$ cat config.mk
export PLATFORM = sky130hd
export DESIGN_NAME = reset_sequencer
export DESIGN_NICKNAME = d
export VERILOG_FILES = /design/src/rtl/rst_seq_pkg.sv /design/src/rtl/rst_cause_detect.sv /design/src/rtl/rst_hold.sv /design/src/rtl/rst_status_regs.sv /design/src/rtl/reset_sequencer.sv
export SDC_FILE = /design/constraint.sdc
export NUM_CORES = 1
export LEC_CHECK = 0
export CORE_MARGIN = 4
export CORE_UTILIZATION = 31
export CTS_CLUSTER_DIAMETER = 30
export CTS_CLUSTER_SIZE = 8
export DETAILED_ROUTE_END_ITERATION = 8
export GPL_TIMING_DRIVEN = 0
export PLACE_DENSITY_LB_ADDON = 0.25
export SLEW_MARGIN = 15
export SYNTH_ARGS = -nofsm -noshare
export SYNTH_HDL_FRONTEND = slang
export SYNTH_HIERARCHICAL = 1
export SYNTH_SLANG_ARGS = --single-unit
$ cat constraint.sdc
create_clock -name clk -period 2 [get_ports clk]
set_input_delay 0.3 -clock clk [delete_from_list [all_inputs] [get_ports clk]]
set_output_delay 0.3 -clock clk [all_outputs]
set_load 0.01 [all_outputs]
$ cat src/rtl/rst_seq_pkg.sv
// Shared constants for the reset sequencer: flag bit positions and key.
// Assumes flag positions are fixed because software decodes them.
package rst_seq_pkg;
    localparam int NSRC      = 6;
    localparam int SRC_PWR   = 0;
    localparam int SRC_PIN   = 1;
    localparam int SRC_SVS   = 2;
    localparam int SRC_WDT   = 3;
    localparam int SRC_FLASH = 4;
    localparam int SRC_FETCH = 5;
    localparam logic [7:0] DEF_KEY = 8'h5A;
    typedef logic [NSRC-1:0] src_vec_t;
endpackage

$ cat src/rtl/rst_cause_detect.sv
// Combinational decode of every reset cause into a hard request, a soft
// request and a per-source vector. Assumes all inputs are synchronous to
// the clock. The power-good cause is handled by the reset path, not here.
module rst_cause_detect
    import rst_seq_pkg::*;
#(
    parameter int              ADDR_W       = 16,
    parameter int              FLASH_NUM    = 3,
    parameter logic [7:0]      KEY          = DEF_KEY,
    parameter logic [ADDR_W-1:0] WDT_ADDR     = 16'h0120,
    parameter logic [ADDR_W-1:0] FLASH_BASE   = 16'h0128,
    parameter logic [ADDR_W-1:0] PERIPH_LIMIT = 16'h0200,
    parameter logic [ADDR_W-1:0] RAM_LIMIT    = 16'h0A00,
    parameter logic [ADDR_W-1:0] CODE_BASE    = 16'h1000
) (
    input  logic              rst_pin_n_i,
    input  logic              nmi_mode_i,
    input  logic              sv_low_i,
    input  logic              sv_rst_en_i,
    input  logic              wdt_expire_i,
    input  logic              wdt_wdog_mode_i,
    input  logic              wr_en_i,
    input  logic [ADDR_W-1:0] wr_addr_i,
    input  logic [7:0]        wr_key_i,
    input  logic              fetch_valid_i,
    input  logic [ADDR_W-1:0] fetch_addr_i,
    output logic              hard_o,
    output logic              soft_o,
    output src_vec_t          src_o
);
    logic [FLASH_NUM-1:0] flash_hit;
    logic                 key_bad;
    logic                 fetch_bad;

    // One address comparator per protected flash controller word.
    for (genvar i = 0; i < FLASH_NUM; i++) begin : g_flash
        assign flash_hit[i] = wr_en_i && (wr_addr_i == FLASH_BASE + ADDR_W'(2 * i));
    end

    // Key check and address-map check.
    always_comb begin
        key_bad   = (wr_key_i != KEY);
        fetch_bad = fetch_valid_i &&
                    ((fetch_addr_i < PERIPH_LIMIT) ||
                     ((fetch_addr_i >= RAM_LIMIT) && (fetch_addr_i < CODE_BASE)));
    end

    // Gather the per-source causes and the two reset levels.
    always_comb begin
        src_o            = '0;
        src_o[SRC_PIN]   = !rst_pin_n_i && !nmi_mode_i;
        src_o[SRC_SVS]   = sv_low_i && sv_rst_en_i;
        src_o[SRC_WDT]   = (wdt_expire_i && wdt_wdog_mode_i) ||
                           (wr_en_i && (wr_addr_i == WDT_ADDR) && key_bad);
        src_o[SRC_FLASH] = (|flash_hit) && key_bad;
        src_o[SRC_FETCH] = fetch_bad;
        hard_o = src_o[SRC_PIN] | src_o[SRC_SVS];
        soft_o = src_o[SRC_WDT] | src_o[SRC_FLASH] | src_o[SRC_FETCH];
    end
endmodule

$ cat src/rtl/rst_hold.sv
// Stretches a reset request. The output is high from the edge that
// samples the request until HOLD edges after the last such edge.
// Assumes rst_n is synchronous; the reset loads the counter as a request would.
module rst_hold #(
    parameter int HOLD = 4
) (
    input  logic clk,
    input  logic rst_n,
    input  logic cause_i,
    output logic active_o
);
    localparam int CW = $clog2(HOLD + 1);
    logic [CW-1:0] cnt;

    // Reload on a request, otherwise count down to zero.
    always_ff @(posedge clk) begin
        if (!rst_n || cause_i) cnt <= CW'(HOLD);
        else if (cnt != '0)    cnt <= cnt - CW'(1);
    end

    assign active_o = (cnt != '0);

    assert_hold_rise_R9: assert property (@(posedge clk) disable iff (!rst_n)
        cause_i |=> active_o);
    assert_hold_quiet_R9: assert property (@(posedge clk) disable iff (!rst_n)
        (!cause_i && !active_o) |=> !active_o);
endmodule

$ cat src/rtl/rst_status_regs.sv
// Sticky cause flags with write-one-to-clear, and the reset pin mode bit.
// Assumes rst_n is the power-good level. A soft reset keeps the flags
// and returns the pin to reset mode.
module rst_status_regs
    import rst_seq_pkg::*;
(
    input  logic     clk,
    input  logic     rst_n,
    input  logic     puc_i,
    input  src_vec_t set_i,
    input  logic     flag_wr_i,
    input  logic     cfg_wr_i,
    input  src_vec_t wdata_i,
    output src_vec_t flags_o,
    output logic     nmi_mode_o
);
    src_vec_t clr;

    // Clear mask from a flag-word write.
    always_comb clr = flag_wr_i ? wdata_i : '0;

    // Flags: power loss leaves only the power flag; a set wins over a clear.
    always_ff @(posedge clk) begin
        if (!rst_n) flags_o <= src_vec_t'(1) << SRC_PWR;
        else        flags_o <= (flags_o & ~clr) | set_i;
    end

    // Pin mode: forced back to reset mode by any reset level.
    always_ff @(posedge clk) begin
        if (!rst_n || puc_i) nmi_mode_o <= 1'b0;
        else if (cfg_wr_i)   nmi_mode_o <= wdata_i[0];
    end

    for (genvar b = 0; b < NSRC; b++) begin : g_chk
        assert_flag_set_R10: assert property (@(posedge clk) disable iff (!rst_n)
            set_i[b] |=> flags_o[b]);
        assert_flag_keep_R11: assert property (@(posedge clk) disable iff (!rst_n)
            (flags_o[b] && !clr[b]) |=> flags_o[b]);
    end

    assert_pin_mode_R12: assert property (@(posedge clk) disable iff (!rst_n)
        puc_i |=> !nmi_mode_o);
endmodule

$ cat src/rtl/reset_sequencer.sv
// Top of the reset sequencer. It decodes the causes, stretches both reset
// levels and keeps the cause flags and the pin mode bit. pwr_good_i is the
// synchronous active-low reset and also the power-up cause.
module reset_sequencer
    import rst_seq_pkg::*;
#(
    parameter int              ADDR_W       = 16,
    parameter int              DATA_W       = 16,
    parameter int              HOLD         = 4,
    parameter int              FLASH_NUM    = 3,
    parameter logic [7:0]      KEY          = DEF_KEY,
    parameter logic [ADDR_W-1:0] WDT_ADDR     = 16'h0120,
    parameter logic [ADDR_W-1:0] FLASH_BASE   = 16'h0128,
    parameter logic [ADDR_W-1:0] FLAG_ADDR    = 16'h0130,
    parameter logic [ADDR_W-1:0] CFG_ADDR     = 16'h0132,
    parameter logic [ADDR_W-1:0] PERIPH_LIMIT = 16'h0200,
    parameter logic [ADDR_W-1:0] RAM_LIMIT    = 16'h0A00,
    parameter logic [ADDR_W-1:0] CODE_BASE    = 16'h1000
) (
    input  logic              clk,
    input  logic              pwr_good_i,
    input  logic              rst_pin_n_i,
    input  logic              sv_low_i,
    input  logic              sv_rst_en_i,
    input  logic              wdt_expire_i,
    input  logic              wdt_wdog_mode_i,
    input  logic              wr_en_i,
    input  logic [ADDR_W-1:0] wr_addr_i,
    input  logic [DATA_W-1:0] wr_data_i,
    input  logic [ADDR_W-1:0] rd_addr_i,
    output logic [DATA_W-1:0] rd_data_o,
    input  logic              fetch_valid_i,
    input  logic [ADDR_W-1:0] fetch_addr_i,
    output logic              por_o,
    output logic              puc_o
);
    logic     hard_req, soft_req, nmi_mode, flag_wr, cfg_wr;
    src_vec_t src, flags;

    rst_cause_detect #(
        .ADDR_W(ADDR_W), .FLASH_NUM(FLASH_NUM), .KEY(KEY), .WDT_ADDR(WDT_ADDR),
        .FLASH_BASE(FLASH_BASE), .PERIPH_LIMIT(PERIPH_LIMIT),
        .RAM_LIMIT(RAM_LIMIT), .CODE_BASE(CODE_BASE)
    ) u_detect (
        .rst_pin_n_i(rst_pin_n_i), .nmi_mode_i(nmi_mode),
        .sv_low_i(sv_low_i), .sv_rst_en_i(sv_rst_en_i),
        .wdt_expire_i(wdt_expire_i), .wdt_wdog_mode_i(wdt_wdog_mode_i),
        .wr_en_i(wr_en_i), .wr_addr_i(wr_addr_i),
        .wr_key_i(wr_data_i[DATA_W-1 -: 8]),
        .fetch_valid_i(fetch_valid_i), .fetch_addr_i(fetch_addr_i),
        .hard_o(hard_req), .soft_o(soft_req), .src_o(src)
    );

    rst_hold #(.HOLD(HOLD)) u_por_hold (
        .clk(clk), .rst_n(pwr_good_i), .cause_i(hard_req), .active_o(por_o)
    );

    // Every hard request also loads the soft counter.
    rst_hold #(.HOLD(HOLD)) u_puc_hold (
        .clk(clk), .rst_n(pwr_good_i), .cause_i(hard_req | soft_req), .active_o(puc_o)
    );

    // Register-port write decode.
    always_comb begin
        flag_wr = wr_en_i && (wr_addr_i == FLAG_ADDR);
        cfg_wr  = wr_en_i && (wr_addr_i == CFG_ADDR);
    end

    rst_status_regs u_regs (
        .clk(clk), .rst_n(pwr_good_i), .puc_i(puc_o), .set_i(src),
        .flag_wr_i(flag_wr), .cfg_wr_i(cfg_wr), .wdata_i(wr_data_i[NSRC-1:0]),
        .flags_o(flags), .nmi_mode_o(nmi_mode)
    );

    // Register-port read mux.
    always_comb begin
        rd_data_o = '0;
        if (rd_addr_i == FLAG_ADDR)     rd_data_o[NSRC-1:0] = flags;
        else if (rd_addr_i == CFG_ADDR) rd_data_o[0]        = nmi_mode;
    end

    assert_por_implies_puc_R4: assert property (@(posedge clk) disable iff (!pwr_good_i)
        por_o |-> puc_o);
    assert_wdt_key_R6: assert property (@(posedge clk) disable iff (!pwr_good_i)
        (wr_en_i && (wr_addr_i == WDT_ADDR) && (wr_data_i[DATA_W-1 -: 8] != KEY)) |=> puc_o);
    assert_interval_quiet_R5: assert property (@(posedge clk) disable iff (!pwr_good_i)
        (wdt_expire_i && !wdt_wdog_mode_i && !wr_en_i && !fetch_valid_i &&
         rst_pin_n_i && !sv_low_i && !puc_o) |=> !puc_o);
endmodule

# Word level (Yosys, flattened, before mapping)
# Cells that the tools add are included.
classes:
  order_cmp: 3
  muxes: 4
  n_eq_ne: 9
  add_sub_neg: 2
  reduce_logical: 24
  n_bitwise: 7
ops:
  columns: ["cell", "n"]
  rows:
  - ["$eq A16 B9 Y1 const B", 8]
  - ["$ge A16 B12 Y1 const B", 1]
  - ["$lt A16 B10 Y1 const B", 1]
  - ["$lt A16 B13 Y1 const B", 1]
  - ["$logic_and A1 B1 Y1", 13]
  - ["$ne A8 B7 Y1 const B", 1]
  - ["$and A6 B6 Y6", 1]
  - ["$mux W6", 1]
  - ["$not A6 Y6", 1]
  - ["$or A6 B6 Y6", 1]
  - ["$reduce_bool A3 Y1", 2]
  - ["$sub A3 B1 Y3 const B", 2]
  - ["$logic_or A1 B1 Y1", 5]
  - ["$mux W5", 1]
  - ["$or A1 B1 Y1", 4]
  - ["$logic_not A1 Y1", 3]
  - ["$reduce_or A3 Y1", 1]
  - ["$mux W1", 2]
totals:
  inputBits: 73
  ff_bits: 13
  out_inout_bits: 18

# Logic depth before layout (Yosys ltp)
# Gate-level depths: netlist (run 1).
depth:
  word_depth: 8
  depth_mapped: 7
  ltp_nobuf: 7

# By module
# Netlist (run 1), hierarchy kept.
by_module_without_submodules:
  columns: ["mod", "area_each_um2", "seq_area_each_um2", "cells_per_inst", "instances"]
  rows:
  - ["rst_hold", 157.7, 60.1, 16, 2]
  - ["reset_sequencer", 271.5, 0.0, 33, 1]
  - ["rst_status_regs", 246.5, 140.1, 27, 1]
  - ["rst_cause_detect", 198.9, 0.0, 26, 1]

# Least setup slack after synthesis (run 1)
# No wires, ideal clock.
synth_timing:
  path_type: "input-to-reg"
  from: "input port wr_data_i[13]"
  to: "register u_puc_hold.cnt[2]"
  setup_ns: 0.122
  required_ns: 1.878
  setup_slack_ns: 0.162
  arrival_time_ns: 1.716
  path_stages: 7
  cell_sequence: "or4bb_1 nor2_2 o311ai_1 or2_2 nand2b_1 a21oi_1 o31ai_1"
synth_between:
  elab_chain_cells: 7
  elab_cells_between_ends: 8
  cone_classes: "1 x eq/ne; 3 x bitwise; 4 x reduce/logical"
synth_rtl:
  columns: ["element", "line_no", "rtl"]
  rows:
  - ["start: declaration", "reset_sequencer.sv:29", "input logic [DATA_W-1:0] wr_data_i,"]
  - ["$ne A8 B7 Y1 (*)", "rst_cause_detect.sv:42", "key_bad = (wr_key_i != KEY);"]
  - ["$logic_and A1 B1 Y1", "rst_cause_detect.sv:54", "(wr_en_i && (wr_addr_i == WDT_ADDR) && key_bad);"]
  - ["$logic_or A1 B1 Y1", "rst_cause_detect.sv:53", "src_o[SRC_WDT] = (wdt_expire_i && wdt_wdog_mode_i) ||"]
  - ["$or A1 B1 Y1 (*) (2 in series)", "rst_cause_detect.sv:58", "soft_o = src_o[SRC_WDT] | src_o[SRC_FLASH] | src_o[SRC_FETCH];"]
  - ["via soft_req", "reset_sequencer.sv:37", "logic hard_req, soft_req, nmi_mode, flag_wr, cfg_wr;"]
  - ["$or A1 B1 Y1 (*)", "reset_sequencer.sv:60", ".clk(clk), .rst_n(pwr_good_i), .cause_i(hard_req | soft_req), .active_o(puc_o)"]
  - ["$logic_or A1 B1 Y1 (*)", "rst_hold.sv:17", "if (!rst_n || cause_i) cnt <= CW'(HOLD);"]
  - ["end signal: assignment", "rst_hold.sv:17", null]
  - ["end signal: assignment", "rst_hold.sv:18", "else if (cnt != '0) cnt <= cnt - CW'(1);"]
  - ["end: declaration", "rst_hold.sv:13", "logic [CW-1:0] cnt;"]
# Mark *: on every way through the listed nets, which the timed path passes. The rest lies on a longest branch.
# A chain may end at the register's enable or synchronous reset.

# Final worst setup path (run 1)
layout_timing:
  from: "input port rd_addr_i[1]"
  to: "output port rd_data_o[5]"
layout_between:
  elab_chain_cells: 2
layout_rtl:
  columns: ["element", "line_no", "rtl"]
  rows:
  - ["start: declaration", "reset_sequencer.sv:30", "input logic [ADDR_W-1:0] rd_addr_i,"]
  - ["$eq A16 B9 Y1", "reset_sequencer.sv:78", "if (rd_addr_i == FLAG_ADDR) rd_data_o[NSRC-1:0] = flags;"]
  - ["$mux W5", "reset_sequencer.sv:78", null]
  - ["end: declaration", "reset_sequencer.sv:31", "output logic [DATA_W-1:0] rd_data_o,"]
# No other way between the ends.

==> summary.txt, run 1 <==
Synthesis
  • Most frequent cell after synthesis: inv_1
  • Sequential area share after synthesis: 25.21%
  • Top cells by count, synth: inv_1 (15), dfxtp_1 (13), buf_4 (12), nor2_1 (8), and2_1 (6)
  • Post-synthesis cell area: 1032 um^2
  • Synth cell types: 40
  • Synth warn: 6
  • Post-synth EDFFs: 0
  • Mapped Cells: 118
  • FFs w/ async S/R, synth: 0%
  • Post-synth top area share: around 25%
  • Leading post-synthesis cells by cell area: dfxtp_1 (25%), buf_4 (8.7%), inv_1 (5.5%)
  • Number of synthesized register bits: 13
  • Top_reg_cell synth: dfxtp_1
  • Leading area contributor after synthesis: dfxtp_1
  • Syn Area/Cell: around 9 um^2

Place
  • Placer Congestion: 0.7504
  • DP Area: around 1800 um^2
  • Pre-CTS setup slack: -0.6960 ns
  • Placed insts: 240
  • Port Buf Inserts: 69
  • DP Wirelength: 2523 um

Finish
  • Finished Layout Cells: 251
  • Layout cell share with drive strength beyond 1: 30.43%
  • Synthesis-to-finish area growth: 83.88%
  • Antenna cells: 0
  • Nets: about 290
  • Fin area: 1898 um^2

Hold path
  • Hold Path Class: reg2reg
  • Hold Startpoint: u_por_hold/cnt[2]

Setup path
  • Critical path capture point type: primary output
  • Worst Setup SP: rd_addr_i[1]
  • Critical path class: in2out
  • Worst endpoint data arrival time: 1.71 ns
  • Critical R2R Launch: u_regs/nmi_mode_o
  • Crit path launch type: input port
  • Critical Path Fanout Max: 2
  • Worst EP required: 1.70 ns

Floorplanning
  • I/O pin count: 91
  • DIE AREA: approximately 4300 um^2
  • Core Rows: 20
  • Die Height: roughly 66 um
  • Starting Density: 33.00%
  • Chip width: 65.71 um
  • Core Area: around 3100 um^2

STA
  • Max Slew Vio Count: 0
  • Final Worst Setup Slack: -0.01409 ns
  • F_max: around 500 MHz
  • RSZ-0062 raised after global routing: true
  • Period utilization: 100.7%
  • Layout Skew: 0.008053 ns
  • Total Neg Setup Slack: -0.02391 ns
  • Final hold vios: 0
  • Minimum clock period: 2.014 ns
  • Final setup vio count: 2

Drt
  • Via count: 1125
  • 1st-iter DRT viols: 33
  • Via density: 4.482
  • Post-route DRC: 0
  • Pre-antenna DRT Iters: 4
  • Avg WL per Cell: 11.71 um
  • Detail Route Antenna Nets: 0
  • Total wire length: 2938 um

Clock network
  • # clock sinks: 13
  • CTS tree: yes
  • Worst-path clk slew: 0.08 ns
  • H-tree depth: 1
  • Clk root buf: clkbuf_4
  • CTS buffer count: 3
  • Longest Clk Path Bufs: 2
  • Clock latency on the worst-skew pair: 0.27 ns

Global route
  • Largest net degree at the start of global routing: 9
  • Number of global-route vias before repair: 1169
  • First-pass GRT wire length: 4657 um
  • Tot GR Track Use: 13.65%
  • Initial antenna violation count: 0
  • Congestion Overflow GR: 0

Run status
  • Status: finished, violations left
  • Failing checks: setup timing

Pwr
  • Peak supply drop: between 0.15 and 0.2 mV
  • Pleak: 0.8466 nW
  • Pwr dens: about 360 nW/um^2
  • Total power: between 0.0006 and 0.0007 W

Job
  • Max-cap violations: 0
[placed cells by master (no fill, tap or decap), types with 2 or more instances in the layout]
| master | synthesis | final |
|---|---|---|
| dfxtp_1 | 13 | 13 |
| o21ai_0 | 5 | 5 |
| mux2i_1 | 2 | 2 |
| dlymetal6s2s_1 | 0 | 2 |
| nor4_1 | 4 | 3 |
| conb_1 | 2 | 11 |
| xnor2_1 | 2 | 2 |
| ha_1 | 4 | 4 |
| clkdlybuf4s50_1 | 0 | 49 |
| or4_4 | 2 | 3 |
| and2_1 | 6 | 3 |
| nor4_2 | 1 | 2 |
| nor4b_2 | 2 | 2 |
| clkdlybuf4s15_1 | 0 | 3 |
| buf_6 | 0 | 5 |
| nor2_1 | 8 | 7 |
| clkbuf_4 | 0 | 3 |
| nor3_1 | 2 | 2 |
| o31ai_1 | 3 | 3 |
| buf_4 | 12 | 18 |
| a211oi_2 | 2 | 2 |
| clkbuf_2 | 0 | 3 |
| nand2_1 | 2 | 2 |
| a31oi_1 | 5 | 5 |
| and2_4 | 0 | 3 |
| nand4_1 | 2 | 2 |
| inv_1 | 15 | 15 |
| nand2b_4 | 2 | 3 |
| buf_2 | 0 | 7 |
| nor2_2 | 1 | 2 |
[cell type report]
| cell class | count | area, um^2 |
|---|---|---|
| fill | 292 | 1230 |
| multi-input combinational | 87 | 700.7 |
| tap | 44 | 55.05 |
| sequential | 13 | 260.3 |
| clock buffer | 3 | 22.52 |
| buffer | 12 | 90.09 |
| timing repair buffer | 76 | 708.2 |
| inverter | 15 | 56.30 |
| clock inverter | 1 | 5.005 |
[through the flow]
stage | hold WS [ns] | util (%)
final | 0.4881 | 60.68
after detailed placement | 0.4745 | 57.92
after CTS | 0.4848 | 59.72
after floorplan | 0.4073 | -
after global routing | 0.5104 | 60.68
after global placement | 0.4478 | 57.92
[cell families (layout without fill, tap and decap cells)]
logic type                 count (synthesis)  count (layout)  share of synthesized area (%)
and+or+nand+nor                           45              45                          34.79
buffers and inverters                     27             107                          14.18
AOI/OAI and AO/OA                         22              22                          15.64
DFF                                       13              13                          25.21
adders and majority gates                  5               5                          5.818
other                                      2              11                         0.7275
xor gates and xnor gates                   2               2                          1.697
muxes                                      2               2                          1.939
[registers in the layout (all words and copies together), names as in the netlist]
signal	flops
u_regs/flags_o	6
u_por_hold/cnt	3
u_puc_hold/cnt	3
u_regs/nmi_mode_o	1
[worst paths after layout]
check	depth (start not counted)	end	slack (ns)
hold reg to reg	1	u_por_hold/cnt[2]	0.49
hold / removal	1	u_por_hold/cnt[2]	0.49
setup / recovery	7	rd_data_o[5]	-0.01
setup reg to reg	5	u_puc_hold/cnt[1]	0.59
[power breakdown]
| part | leakage [nW] | switching [W] | internal [W] |
|---|---|---|---|
| sequential | 0.107 | 0.00000677 | 0.000271 |
| clock | 0.0177 | 0.0000873 | 0.0000740 |
| combinational | 0.722 | 0.0000828 | 0.000156 |
[worst max-delay path: stages]
cell and delay (ns):
buf_6 0.09, or4_4 0.54, nor4_4 0.31, buf_4 0.16, buf_6 0.09, and2_4 0.13, buf_6 0.09
[timing repair]
action,CTS,global route
hold buffers,0,0
buffers inserted,5,2
cloned,0,0
resized for setup,57,17
endpoints found under the setup margin,8,9
pin swaps,8,5
[routing by layer]
layer  wire length [um]  track usage [%]  share of wire [%]  vias up
met3                288            3.932                9.8        2
met4                 23            3.886               0.78        0
met2               1477            24.16                 50       52
li1                   -                -                  -      579
met5                  0                0                  0        -
met1               1148            15.76                 39      492
No activity file was read; power rests on OpenSTA's default activity.
==> inputs of run 2 (changes only) <==
--- a/config.mk
+++ b/config.mk
@@ -12,7 +12,6 @@
 export DETAILED_ROUTE_END_ITERATION = 8
 export GPL_TIMING_DRIVEN = 0
 export PLACE_DENSITY_LB_ADDON = 0.25
-export SLEW_MARGIN = 15
 export SYNTH_ARGS = -nofsm -noshare
 export SYNTH_HDL_FRONTEND = slang
 export SYNTH_HIERARCHICAL = 1
==> results of run 2 <==
No change in the layout: final DEF, timing and power equal those of run 1.
==> inputs of run 3 (changes only) <==
--- a/config.mk
+++ b/config.mk
@@ -12,6 +12,7 @@
 export DETAILED_ROUTE_END_ITERATION = 8
 export GPL_TIMING_DRIVEN = 0
 export PLACE_DENSITY_LB_ADDON = 0.25
+export SKIP_CTS_REPAIR_TIMING = 1
 export SYNTH_ARGS = -nofsm -noshare
 export SYNTH_HDL_FRONTEND = slang
 export SYNTH_HIERARCHICAL = 1
==> run 3 against run 2 <==
Sequential share of layout area down 0.16 points. Design area up 1.2%. The run still ends with setup timing left. Largest cell class unchanged. Largest power group unchanged. Via count down 0.53%. Total power down 0.39%. Worst hold slack about the same. Critical endpoint unchanged. Clock skew down 0.0032 ns. Die area unchanged. Global-route usage down 0.32 points. Critical path depth unchanged. Routed wire length up 2.6%.
==> summary.txt, run 3 (same netlist as run 1, synthesis figures left out) <==
Run status
  • Status: finished, violations left
  • Failing checks: setup timing

Floorplanning
  • Chip width: 65.71 um (unchanged)
  • Core Rows: 20 (unchanged)
  • I/O pin count: 91 (unchanged)
  • Core Area: 3128 um^2 (unchanged)
  • Die Height: 65.71 um (unchanged)
  • Starting Density: 33.00% (unchanged)
  • DIE AREA: 4317 um^2 (unchanged)

Finish
  • Most frequent cells in the layout: clkdlybuf4s50_1 (49), buf_4 (16), inv_1 (15)
  • Fin area: 1921 um^2 (+1.2%)
  • Layout cell share with drive strength beyond 1: 25.37% (-5.1 points)
  • Fill count: 283 (-3.1%)
  • Nets: 283 (-0.70%)
  • Flip-flop count of the largest register after layout: 6 (unchanged)
  • Most common cell after layout, fill and taps aside: clkdlybuf4s50_1
  • Largest regs: u_regs/flags_o: 6 flops, u_por_hold/cnt: 3 flops, u_puc_hold/cnt: 3 flops
  • Final Util: 61.40% (+0.72 points)
  • Finished Layout Cells: 249 (-0.80%)
  • Biggest register: u_regs/flags_o
  • Synthesis-to-finish area growth: 86.06%
  • Antenna cells: 0 (unchanged)

STA
  • Final setup vio count: 2 (unchanged)
  • Minimum clock period: 2.063 ns (+0.04898 ns)
  • Total Neg Setup Slack: -0.06470 ns (-0.04078 ns)
  • F_max: 484.7 MHz (-2.4%)
  • Max Slew Vio Count: 0 (unchanged)
  • Final hold vios: 0 (unchanged)
  • RSZ-0062 raised after global routing: true
  • Period utilization: 103.2% (+2.4 points)
  • Final Worst Setup Slack: -0.06306 ns (-0.04898 ns)
  • Layout Skew: 0.004855 ns (-0.003199 ns)

Pwr
  • Pleak: 0.9390 nW (+11%)
  • Peak supply drop: 0.1563 mV (-1.9%)
  • Pwr dens: 351.6 nW/um^2 (-1.6%)

Place
  • Placed insts: 240 (unchanged)
  • DP Wirelength: 2523 um (unchanged)
  • Placer Congestion: 0.7504 (unchanged)
  • DP Area: 1812 um^2 (unchanged)
  • Port Buf Inserts: 69 (unchanged)
  • Pre-CTS setup slack: -0.6960 ns (unchanged)

Setup path
  • Worst setup path endpoint: rd_data_o[5]
  • Critical Path Fanout Max: 3 (+1)
  • Worst r2r path cells: 6 (+1)
  • FF-to-FF End: u_puc_hold/cnt[2]
  • Critical R2R Launch: u_regs/nmi_mode_o
  • Crit path launch type: input port
  • Critical path class: in2out
  • Worst endpoint data arrival time: 1.76 ns (+0.05 ns)
  • Worst Setup SP: rd_addr_i[2]
  • Worst EP required: 1.70 ns (about the same)
  • Critical path capture point type: primary output
  • Register-to-register setup slack: 0.56 ns (-0.03 ns)

Global route
  • First-pass GRT wire length: 4567 um (-1.9%)
  • Tot GR Track Use: 13.33% (-0.32 points)
  • Initial antenna violation count: 0 (unchanged)
  • Largest net degree at the start of global routing: 9 (unchanged)
  • Congestion Overflow GR: 0 (unchanged)
  • Number of global-route vias before repair: 1153 (-1.4%)

Drt
  • Post-route DRC: 0 (unchanged)
  • Avg WL per Cell: 12.11 um (+3.4%)
  • Pre-antenna DRT Iters: 4 (unchanged)
  • 1st-iter DRT viols: 30 (-9.1%)
  • Via count: 1119 (-0.53%)
  • Detail Route Antenna Nets: 0 (unchanged)
  • Via density: 4.494 (+0.27%)
  • Total wire length: 3015 um (+2.6%)

Clock network
  • CTS buffer count: 3 (unchanged)
  • Longest Clk Path Bufs: 2 (unchanged)
  • CTS tree: yes
  • Worst-path clk slew: 0.08 ns (about the same)
  • # clock sinks: 13 (unchanged)
  • Clock latency on the worst-skew pair: 0.27 ns (about the same)
  • Clk root buf: clkbuf_4
  • H-tree depth: 1 (unchanged)

Job
  • Max-cap violations: 0 (unchanged)

Hold path
  • Hold Path Class: reg2reg
## run 3: cell count changes in the layout (fill, tap and decap cells not counted), sizes merged
cell	delta
clkdlybuf4s15	-4
dlymetal6s2s	+10
buf	-9
clkbuf	+1
## run 3: layout make-up
type | instances | area (um^2) | area share (%)
multi-input combinational | 87 | 690.7 | 35.96
timing repair buffer | 74 | 740.7 | 38.57
clock buffer | 3 | 22.52 | 1.173
buffer | 12 | 90.09 | 4.691
sequential | 13 | 260.3 | 13.55
clock inverter | 1 | 5.005 | 0.2606
tap | 44 | 55.05 | 2.866
inverter | 15 | 56.30 | 2.932
## run 3: critical path: stages
cell and delay (ns):
clkbuf_2 0.09, or4_4 0.56, nor4_4 0.34, buf_4 0.17, buf_6 0.08, and2_4 0.13, buf_6 0.09
## run 3: how the worst min path moves through the flow
stage / to / depth (start not counted) / startpoint / slack [ns]
floorplan: u_regs/flags_o[1] / 1 / wr_data_i[1] / 0.41
global route: u_por_hold/cnt[2] / 1 / u_por_hold/cnt[2] / 0.51
detailed placement: u_puc_hold/cnt[2] / 1 / u_puc_hold/cnt[2] / 0.47
CTS: u_puc_hold/cnt[2] / 1 / u_puc_hold/cnt[2] / 0.48
finish: u_por_hold/cnt[2] / 1 / u_por_hold/cnt[2] / 0.49
global placement: u_regs/flags_o[0] / 1 / u_regs/flags_o[0] / 0.45
## run 3: report_power, final
group	switching [W]	internal [W]	total (W)
sequential	0.00000649	0.000271	0.000277
combinational	0.0000822	0.000157	0.000239
clock	0.0000854	0.0000740	0.000159
total	0.000174	0.000501	0.000675
## run 3: per-stage QoR
step | hold WS [ns] | power (W)
finish | 0.4882 | 0.0006754
global route | 0.5104 | 0.0007237
CTS | 0.4848 | 0.0006839
detailed placement | 0.4745 | 0.0005212
global placement | 0.4478 | 0.0005150
floorplan | 0.4073 | 0.0003745
## run 3: routing by layer
| layer | GRT usage, % | up-vias | part of all wire [%] |
|---|---|---|---|
| li1 | - | 576 | - |
| met1 | 15.04 | 489 | 39 |
| met2 | 23.90 | 52 | 51 |
| met3 | 3.932 | 2 | 9.6 |
| met4 | 3.886 | 0 | 0.93 |
| met5 | 0 | - | 0 |
